[src/rtl/kmx_pkg.sv]
package kmx_pkg;
  localparam int NUM_DRIVE = 6;
  localparam int NUM_SENSE = 5;
  localparam int NUM_KEYS  = NUM_DRIVE * NUM_SENSE;
  localparam int SLOT_W    = $clog2(NUM_DRIVE);

  // strobes from control to datapath
  typedef struct packed {
    logic              scanDrive;
    logic              idleDrive;
    logic [SLOT_W-1:0] slot;
    logic              pass;
    logic              capture;
    logic              clearBufs;
    logic              commit;
  } kmxStrobe_t;

  typedef enum logic [1:0] {ST_IDLE, ST_SCAN, ST_PEND} kmxState_t;
endpackage

[src/rtl/kmx_ctrl.sv]
module kmx_ctrl
  import kmx_pkg::*;
#(
  parameter int SCAN_TICKS = 384,
  parameter int REQ_TICKS  = 800
) (
  input  logic       clk,
  input  logic       rstN,
  input  logic       tick,
  input  logic       sleepOn,
  input  logic       chipEn,
  input  logic       readDone,
  input  logic       agree,
  input  logic       anyKey,
  input  logic       anySense,
  output kmxStrobe_t ctl,
  output logic       reqN,
  output logic       oscEn
);
  localparam int SLOT_TICKS = SCAN_TICKS / NUM_DRIVE;
  localparam int CNT_W      = $clog2(REQ_TICKS + 1);
  localparam int TK_W       = $clog2(SLOT_TICKS + 1);
  localparam logic [CNT_W-1:0]  CNT_LAST     = CNT_W'(REQ_TICKS - 1);
  localparam logic [CNT_W-1:0]  CNT_SCAN_END = CNT_W'(2 * SCAN_TICKS);
  localparam logic [TK_W-1:0]   SLOT_LAST    = TK_W'(SLOT_TICKS - 1);
  localparam logic [SLOT_W-1:0] LINE_LAST    = SLOT_W'(NUM_DRIVE - 1);

  kmxState_t         state;
  logic [CNT_W-1:0]  cnt;
  logic [TK_W-1:0]   slotTick;
  logic [SLOT_W-1:0] slot;
  logic              pass;

  logic scanning, slotEnd, evalNow, startScan, commitNow;

  always_comb begin
    scanning  = (state == ST_SCAN) && (cnt < CNT_SCAN_END);
    slotEnd   = scanning && tick && (slotTick == SLOT_LAST);
    evalNow   = (state == ST_SCAN) && tick && (cnt == CNT_LAST);
    commitNow = evalNow && agree && anyKey;
    startScan = ((state == ST_IDLE) && anySense) ||
                ((state == ST_PEND) && readDone) ||
                (evalNow && !agree);
  end

  always_comb begin
    ctl.scanDrive = scanning;
    ctl.idleDrive = (state == ST_IDLE);
    ctl.slot      = slot;
    ctl.pass      = pass;
    ctl.capture   = slotEnd;
    ctl.clearBufs = startScan;
    ctl.commit    = commitNow;
    reqN          = (state != ST_PEND) || chipEn;
    oscEn         = !(sleepOn && (state == ST_IDLE));
  end

  always_ff @(posedge clk) begin
    if (!rstN) begin
      state    <= ST_IDLE;
      cnt      <= '0;
      slotTick <= '0;
      slot     <= '0;
      pass     <= 1'b0;
    end else if (startScan) begin
      state    <= ST_SCAN;
      cnt      <= '0;
      slotTick <= '0;
      slot     <= '0;
      pass     <= 1'b0;
    end else if (evalNow) begin
      state <= commitNow ? ST_PEND : ST_IDLE;
    end else if ((state == ST_SCAN) && tick) begin
      cnt <= cnt + 1'b1;
      if (scanning) begin
        if (slotTick == SLOT_LAST) begin
          slotTick <= '0;
          if (slot == LINE_LAST) begin
            slot <= '0;
            pass <= ~pass;
          end else begin
            slot <= slot + 1'b1;
          end
        end else begin
          slotTick <= slotTick + 1'b1;
        end
      end
    end
  end

  // a pending request survives until the host reports the read
  assert_pend_hold_R10: assert property (@(posedge clk) disable iff (!rstN)
    (state == ST_PEND && !readDone) |=> (state == ST_PEND));

  // the block cannot sleep with an unread request
  assert_sleep_no_req_R3: assert property (@(posedge clk) disable iff (!rstN)
    (!oscEn && !chipEn) |-> reqN);
endmodule

[src/rtl/kmx_datapath.sv]
module kmx_datapath
  import kmx_pkg::*;
(
  input  logic                 clk,
  input  logic                 rstN,
  input  kmxStrobe_t           ctl,
  input  logic [NUM_SENSE-1:0] senseIn,
  input  logic [1:0]           sleepCfg,
  input  logic [1:0]           lineCfg,
  output logic [NUM_DRIVE-1:0] driveOut,
  output logic [NUM_KEYS-1:0]  keyData,
  output logic                 agree,
  output logic                 anyKey,
  output logic                 anySense
);
  logic [NUM_DRIVE-1:0] lineEn;
  logic [NUM_DRIVE-1:0] idleMask;
  logic [NUM_DRIVE-1:0] scanSel;
  logic [NUM_KEYS-1:0]  passBuf [2];

  always_comb begin
    lineEn = '1;
    if (lineCfg[1])      lineEn[1:0] = 2'b00;
    else if (lineCfg[0]) lineEn[0]   = 1'b0;
  end

  always_comb begin
    unique case (sleepCfg)
      2'b00:   idleMask = '1;
      2'b01:   idleMask = 6'b100000;
      2'b10:   idleMask = 6'b110000;
      default: idleMask = 6'b111110;
    endcase
  end

  for (genvar m = 0; m < NUM_DRIVE; m++) begin : g_sel
    assign scanSel[m] = (ctl.slot == SLOT_W'(m));
  end

  always_comb begin
    if (ctl.scanDrive)      driveOut = lineEn & scanSel;
    else if (ctl.idleDrive) driveOut = lineEn & idleMask;
    else                    driveOut = '0;
  end

  always_ff @(posedge clk) begin
    if (!rstN || ctl.clearBufs) begin
      passBuf[0] <= '0;
      passBuf[1] <= '0;
    end else if (ctl.capture) begin
      for (int m = 0; m < NUM_DRIVE; m++) begin
        if (scanSel[m])
          passBuf[ctl.pass][m*NUM_SENSE +: NUM_SENSE] <= lineEn[m] ? senseIn : '0;
      end
    end
  end

  always_ff @(posedge clk) begin
    if (!rstN)           keyData <= '0;
    else if (ctl.commit) keyData <= passBuf[0];
  end

  assign agree    = (passBuf[0] == passBuf[1]);
  assign anyKey   = |passBuf[0];
  assign anySense = |senseIn;

  assert_one_line_R5: assert property (@(posedge clk) disable iff (!rstN)
    ctl.scanDrive |-> $onehot0(driveOut));

  assert_capture_in_scan_R5: assert property (@(posedge clk) disable iff (!rstN)
    ctl.capture |-> ctl.scanDrive);

  assert_freed_low_R4: assert property (@(posedge clk) disable iff (!rstN)
    (lineCfg != 2'b00) |-> !driveOut[0]);

  assert_keys_stable_R7: assert property (@(posedge clk) disable iff (!rstN)
    !ctl.commit |=> $stable(keyData));
endmodule

[src/rtl/kmx_scanner.sv]
module kmx_scanner
  import kmx_pkg::*;
#(
  parameter int SCAN_TICKS = 384,
  parameter int REQ_TICKS  = 800
) (
  input  logic       clk,
  input  logic       rstN,
  input  logic       tick,
  input  logic [4:0] senseIn,
  input  logic [1:0] sleepCfg,
  input  logic [1:0] lineCfg,
  input  logic       chipEn,
  input  logic       readDone,
  output logic [5:0] driveOut,
  output logic [29:0] keyData,
  output logic       reqN,
  output logic       oscEn
);
  kmxStrobe_t ctl;
  logic agree, anyKey, anySense;

  kmx_ctrl #(.SCAN_TICKS(SCAN_TICKS), .REQ_TICKS(REQ_TICKS)) u_ctrl (
    .clk(clk), .rstN(rstN), .tick(tick), .sleepOn(|sleepCfg),
    .chipEn(chipEn), .readDone(readDone), .agree(agree), .anyKey(anyKey),
    .anySense(anySense), .ctl(ctl), .reqN(reqN), .oscEn(oscEn)
  );

  kmx_datapath u_dp (
    .clk(clk), .rstN(rstN), .ctl(ctl), .senseIn(senseIn),
    .sleepCfg(sleepCfg), .lineCfg(lineCfg), .driveOut(driveOut),
    .keyData(keyData), .agree(agree), .anyKey(anyKey), .anySense(anySense)
  );
endmodule

[config.mk]
export PLATFORM = sky130hd
export DESIGN_NAME = kmx_scanner
export DESIGN_NICKNAME = d
export VERILOG_FILES = /design/src/rtl/kmx_pkg.sv /design/src/rtl/kmx_ctrl.sv /design/src/rtl/kmx_datapath.sv /design/src/rtl/kmx_scanner.sv
export SDC_FILE = /design/constraint.sdc
export NUM_CORES = 1
export LEC_CHECK = 0
export ABC_CLOCK_PERIOD_IN_PS = 3200
export BUFFER_PORTS_ARGS = -buffer_cell sky130_fd_sc_hd__buf_2
export CAP_MARGIN = 40
export CELL_PAD_IN_SITES_DETAIL_PLACEMENT = 0
export CELL_PAD_IN_SITES_GLOBAL_PLACEMENT = 1
export CORE_MARGIN = 3
export CORE_UTILIZATION = 35
export CTS_BUF_LIST = sky130_fd_sc_hd__clkbuf_4 sky130_fd_sc_hd__clkbuf_8 sky130_fd_sc_hd__clkbuf_16
export DETAILED_ROUTE_END_ITERATION = 12
export PLACE_DENSITY = 0.73
export SYNTH_ARGS = -nofsm -noshare
export SYNTH_HDL_FRONTEND = slang
export SYNTH_SLANG_ARGS = --single-unit
[constraint.sdc]
create_clock -name clk -period 3.2 [get_ports clk]
set_input_delay 0.32 -clock clk [delete_from_list [all_inputs] [get_ports clk]]
set_output_delay 0.32 -clock clk [all_outputs]
set_load 0.01 [all_outputs]
---- After elaboration in Yosys (flattened, before gate mapping) ----
Memory sizes are Yosys's and may differ from the RTL's.
Index checks and enable logic that the tools add are counted.
word-level totals
  bits in registers ....................... 53
  word-level logic and storage cells ...... 103
  memories ................................ 1
  output and inout bits ................... 38
  input port bits ......................... 14
  bits in writable memories ............... 60
operators by class
  multiplexer cells ....................... 42
  equality and inequality tests ........... 13
  bitwise operators ....................... 5
  $lt $le $gt $ge ......................... 1
  reductions and logical operators ........ 31
  add/subtract/negate cells ............... 3
memories
  memory        depth  bits a word  read ports  clocked after Yosys merged registers in  write ports  line                source
  u_dp.passBuf  2      30           2           0                                        2            kmx_datapath.sv:19  logic [NUM_KEYS-1:0] passBuf [2];
operator list
  operator                                        number
  OR reduction 30 bit                             2
  2-to-1 mux 1 bit                                32
  == test 30 bit                                  1
  2-to-1 mux 30 bit                               1
  2-to-1 mux 6 bit                                3
  case mux 5 bit (3 select lines)                 1
  bitwise AND 6 bit                               2
  logical AND 1 bit                               11
  adder 10 x 1 -> 10 bit (second input constant)  1
  == test 10 bit (second input constant)          1
  < comparator 10 bit (second input constant)     1
  2-to-1 mux 5 bit                                2
  adder 7 x 1 -> 7 bit (second input constant)    1
  == test 7 x 6 -> 1 bit (second input constant)  1
  2-to-1 mux 7 bit                                1
  == test 3 x 2 -> 1 bit (second input constant)  2
  == test 3 bit (second input constant)           2
  AND reduction 5 bit                             1
  OR reduction 5 bit                              1
  == test 2 x 1 -> 1 bit (second input constant)  2
  == test 2 bit (second input constant)           2
  logical NOT 2 bit                               2
  logical OR 1 bit                                4
  AND reduction 4 bit                             1
  other kinds (12)                                17

---- Depth between registers and ports, before layout ----
  depth after elaboration ................. 10
  mapped depth ............................ 7
  mapped depth without buffers ............ 6

---- By module ----
From an unflattened synthesis, not the netlist that was laid out.
second synthesis, totals
  cell total of the unflattened synthesis .. 479
  area, all modules ....................... 5376.4 µm²
modules (own cells, without submodules)
  module        cells an instance  seq. area each (µm²)  area each (µm²)  instances
  kmx_datapath  330                2402.3                4066.4           1
  kmx_ctrl      148                460.4                 1303.8           1
  kmx_scanner   1                  0.0                   6.3              1

---- Least setup slack after synthesis ----
Ideal clock, no wire load.
  path kind ............................... register -> register
  start ................................... reg u_ctrl.cnt[0]
  end ..................................... mem u_dp.passBuf[0][10] (netlist bit) (enable)
  period minus slack after synthesis ...... 2034 ps
  arrival time ............................ 1723 ps
  slack ................................... 1166 ps
  library setup time ...................... 311 ps
  cell stages (with the launch flop) ...... 7
  cell sequence ........................... dfxtp_1 ha_1 and4_1 and4_1 a21boi_2 buf_2 a211o_1
RTL lines
  item                    line                source
  start, declared         kmx_ctrl.sv:29      logic [CNT_W-1:0] cnt;
  start signal, assigned  kmx_ctrl.sv:74      cnt <= cnt + 1'b1;
  end, declared           kmx_datapath.sv:19

==> results_dict.tcl <==
set metrics [dict create \
    run_status "complete, no violations" \
    hold_class "in2reg" \
    reg2reg_depth 5 \
    vias 3848 \
    synth_nets 528 \
    diodes 0 \
    cts-root-buf "clkbuf_16" \
    syn_inst 509 \
    hold_viol_final 0 \
    fp.coreArea_mm2 0.0146 \
    fin_tns_setup_ns 0 \
    drt_wl_total_um 13100 \
    powerDensity_mw_per_mm2 602 \
    cts_made_buffers 17 \
    clk_path_buf_depth 2 \
    via_per_inst 5.09 \
    rows 44 \
    synth_top_area_cell "edfxtp_1" \
    hpwl_um 9490 \
    htreeDepth 4 \
    grt_overflow 0 \
    max_slew_margin_pct 40.6 \
    synthArstFlopShare_pct 0 \
    finalSetupViolations 0 \
    fmax_ghz 0.404 \
    fillers 1395 \
    syn_avg_cell_area_um2 10.4 \
    max-vdd-ir-drop_mv 0.317 \
    post_cts_buffers 0 \
    switching_share_pct 21.3 \
    clkSinkCount 113 \
    first_pass_iters 4 \
    ys.flop_type "edfxtp_1" \
    multiInputGateArea_mm2 0.00225 \
    routedWlPerCell_um 17.3 \
    synth_seq_area_share_pct 54.3 \
    pwr-share-comb_pct 4.5 \
    worst_pin_slew_ns 0.889 \
    mostFrequentLayoutCells "nand2_1 (78), nor2_1 (75), edfxtp_1 (60)" \
    die_area_mm2 0.0166 \
    crit_type "reg2reg" \
    switchingPower_w 0.000811 \
    remaining_drc_errors 0 \
    die_x_um 129 \
    drive_above_1_share_pct 17.8 \
    antenna_found_initial 0 \
    grt_pass1_wl_um 20900 \
    p_int_w 0.00300 \
    grt_usage_pct 16.6 \
    start_util_pct 36.0 \
    leakagePower_nw 2.43 \
    crit_required_ns 3.30 \
    cts_repair_resize_count 0 \
    cts_tree "yes" \
    p_clk_share_pct 53.6 \
    arrival_ns 2.57 \
    ys_ff_latch 113 \
    final_common_cell "nand2_1" \
    postCtsHoldBufs 0 \
    first_iter_violations 342 \
    clkTransAtPathRegs_ns 0.06 \
    fin_crit_sh_pct 77.3 \
    grt_max_degree 56 \
    seqPwrFrac_pct 41.9 \
    drv_cap 0 \
    slew_viol_final 0 \
    synth-edff-count 60 \
    grt_pass1_vias 3829 \
    fin_crit_ns 2.47 \
    final_core_util_pct 43.3 \
    syn_area_mm2 0.00527 \
    rsz0062_at_grt "no" \
    place.port_buffers 51 \
    worstSkewPairLatency_ns 0.41 \
    synth_cell_types 44 \
    ys_warn_count 0 \
    postRouteAntennaNets 0 \
    critPathCaptureType "flip-flop" \
    gp_congestion 0.863 \
    layout.nets 578 \
    crit_path_max_fanout 15 \
    synth.area.top_cells "edfxtp_1 (34%), dfxtp_1 (20%), xor2_1 (6.8%)" \
    skew_ns 0.00827 \
    worstHoldPathCells 3 \
    syn_to_final_growth_pct 20.2 \
    ios 52 \
    regArea_mm2 0.00286 \
    cp-start-kind "flip-flop" \
    die_h_um 129 \
    synth_top_area_share_pct 34.2 \
]
## stage by stage
step | cell area (um2) | hold WS (ns) | instances | setup WS, ns | total power, W
after floorplan | 5270 | 0.428 | 509 | 1.17 | 0.00173
final | 6330 | 0.335 | 756 | 0.725 | 0.00381
after global placement | 5660 | 0.440 | 723 | 0.754 | 0.00179
after global routing | 6330 | 0.343 | 756 | 0.626 | 0.00393
after detailed placement | 5670 | 0.444 | 724 | 0.796 | 0.00180
after CTS | 6330 | 0.314 | 756 | 0.774 | 0.00384
## registers in the layout, summed over array words and instances (netlist names)
name / count
u_ctrl.pass: 1
u_ctrl.slot: 3
u_ctrl.slotTick: 7
u_ctrl.state: 2
u_dp.keyData: 30
u_dp.passBuf: 60
u_ctrl.cnt: 10
## layer usage
metal	track usage (%)	vias to the layer above	part of all wire, %
li1	-	1892	-
met1	22.3	1796	44
met2	25.6	143	45
met3	4.36	17	8.3
met4	6.30	0	2.1
met5	0	-	0
## synth_stat cells (all sizes together) (2+ instances only)
cell type / n
nand2: 80
nor2: 75
edfxtp: 60
dfxtp: 53
xor2: 41
mux2i: 34
nor3: 25
nor4: 24
clkbuf: 14
nand3: 13
a211o: 12
buf: 12
nand4: 10
a21oi: 6
and2: 5
ha: 5
inv: 5
and4: 4
o21ai: 4
xnor2: 4
nand2b: 3
nor2b: 3
nor3b: 3
a31oi: 2
nand3b: 2
o31ai: 2
or3: 2
## final cells by class
cell class | instances | area share, %
clock buffers | 23 | 8.73
clock inverters | 9 | 1.72
inverters | 5 | 0.296
multi-input cells | 365 | 35.6
flip-flops and latches | 113 | 45.2
well taps | 184 | 3.63
repair buffers | 57 | 4.86
## worst paths after layout
check,startpoint,endpoint,slack [ns]
worst max register to register,u_ctrl.cnt[0]$_SDFFE_PP0P_,u_dp.passBuf[0][27]$_SDFFCE_PN0P_,0.73
worst min register to register,u_dp.keyData[10]$_SDFFE_PN0P_,u_dp.keyData[10]$_SDFFE_PN0P_,0.45
worst max-delay path,u_ctrl.cnt[0]$_SDFFE_PP0P_,u_dp.passBuf[0][27]$_SDFFCE_PN0P_,0.73
worst min-delay path,senseIn[1],u_dp.passBuf[0][16]$_SDFFCE_PN0P_,0.34
## power by group through the flow
stage               clock network, W  registers, W  logic, W
floorplan                          0       0.00161  0.000119
global placement                   0       0.00163  0.000165
detailed placement                 0       0.00163  0.000171
CTS                          0.00207       0.00160  0.000172
global route                 0.00214       0.00160  0.000190
finish                       0.00204       0.00160  0.000172
## worst max-delay path, stage by stage (launching register included)
cell	delay (ns)
dfxtp_1	0.38
ha_1	0.21
and4_1	0.29
and4_1	0.27
a21boi_2	0.68
a211o_1	0.32
## kinds of logic after synthesis
family,Yosys count,share of synthesized area (%)
DFF,113,54.3
adders and majority gates,5,1.19
buffers and inverters,31,3.06
and+or+nand+nor,253,23.2
muxes,34,6.46
xor gates and xnor gates,45,7.48
AOI/OAI and AO/OA,28,4.27
Note: power is estimated with default switching activity, not from simulation.
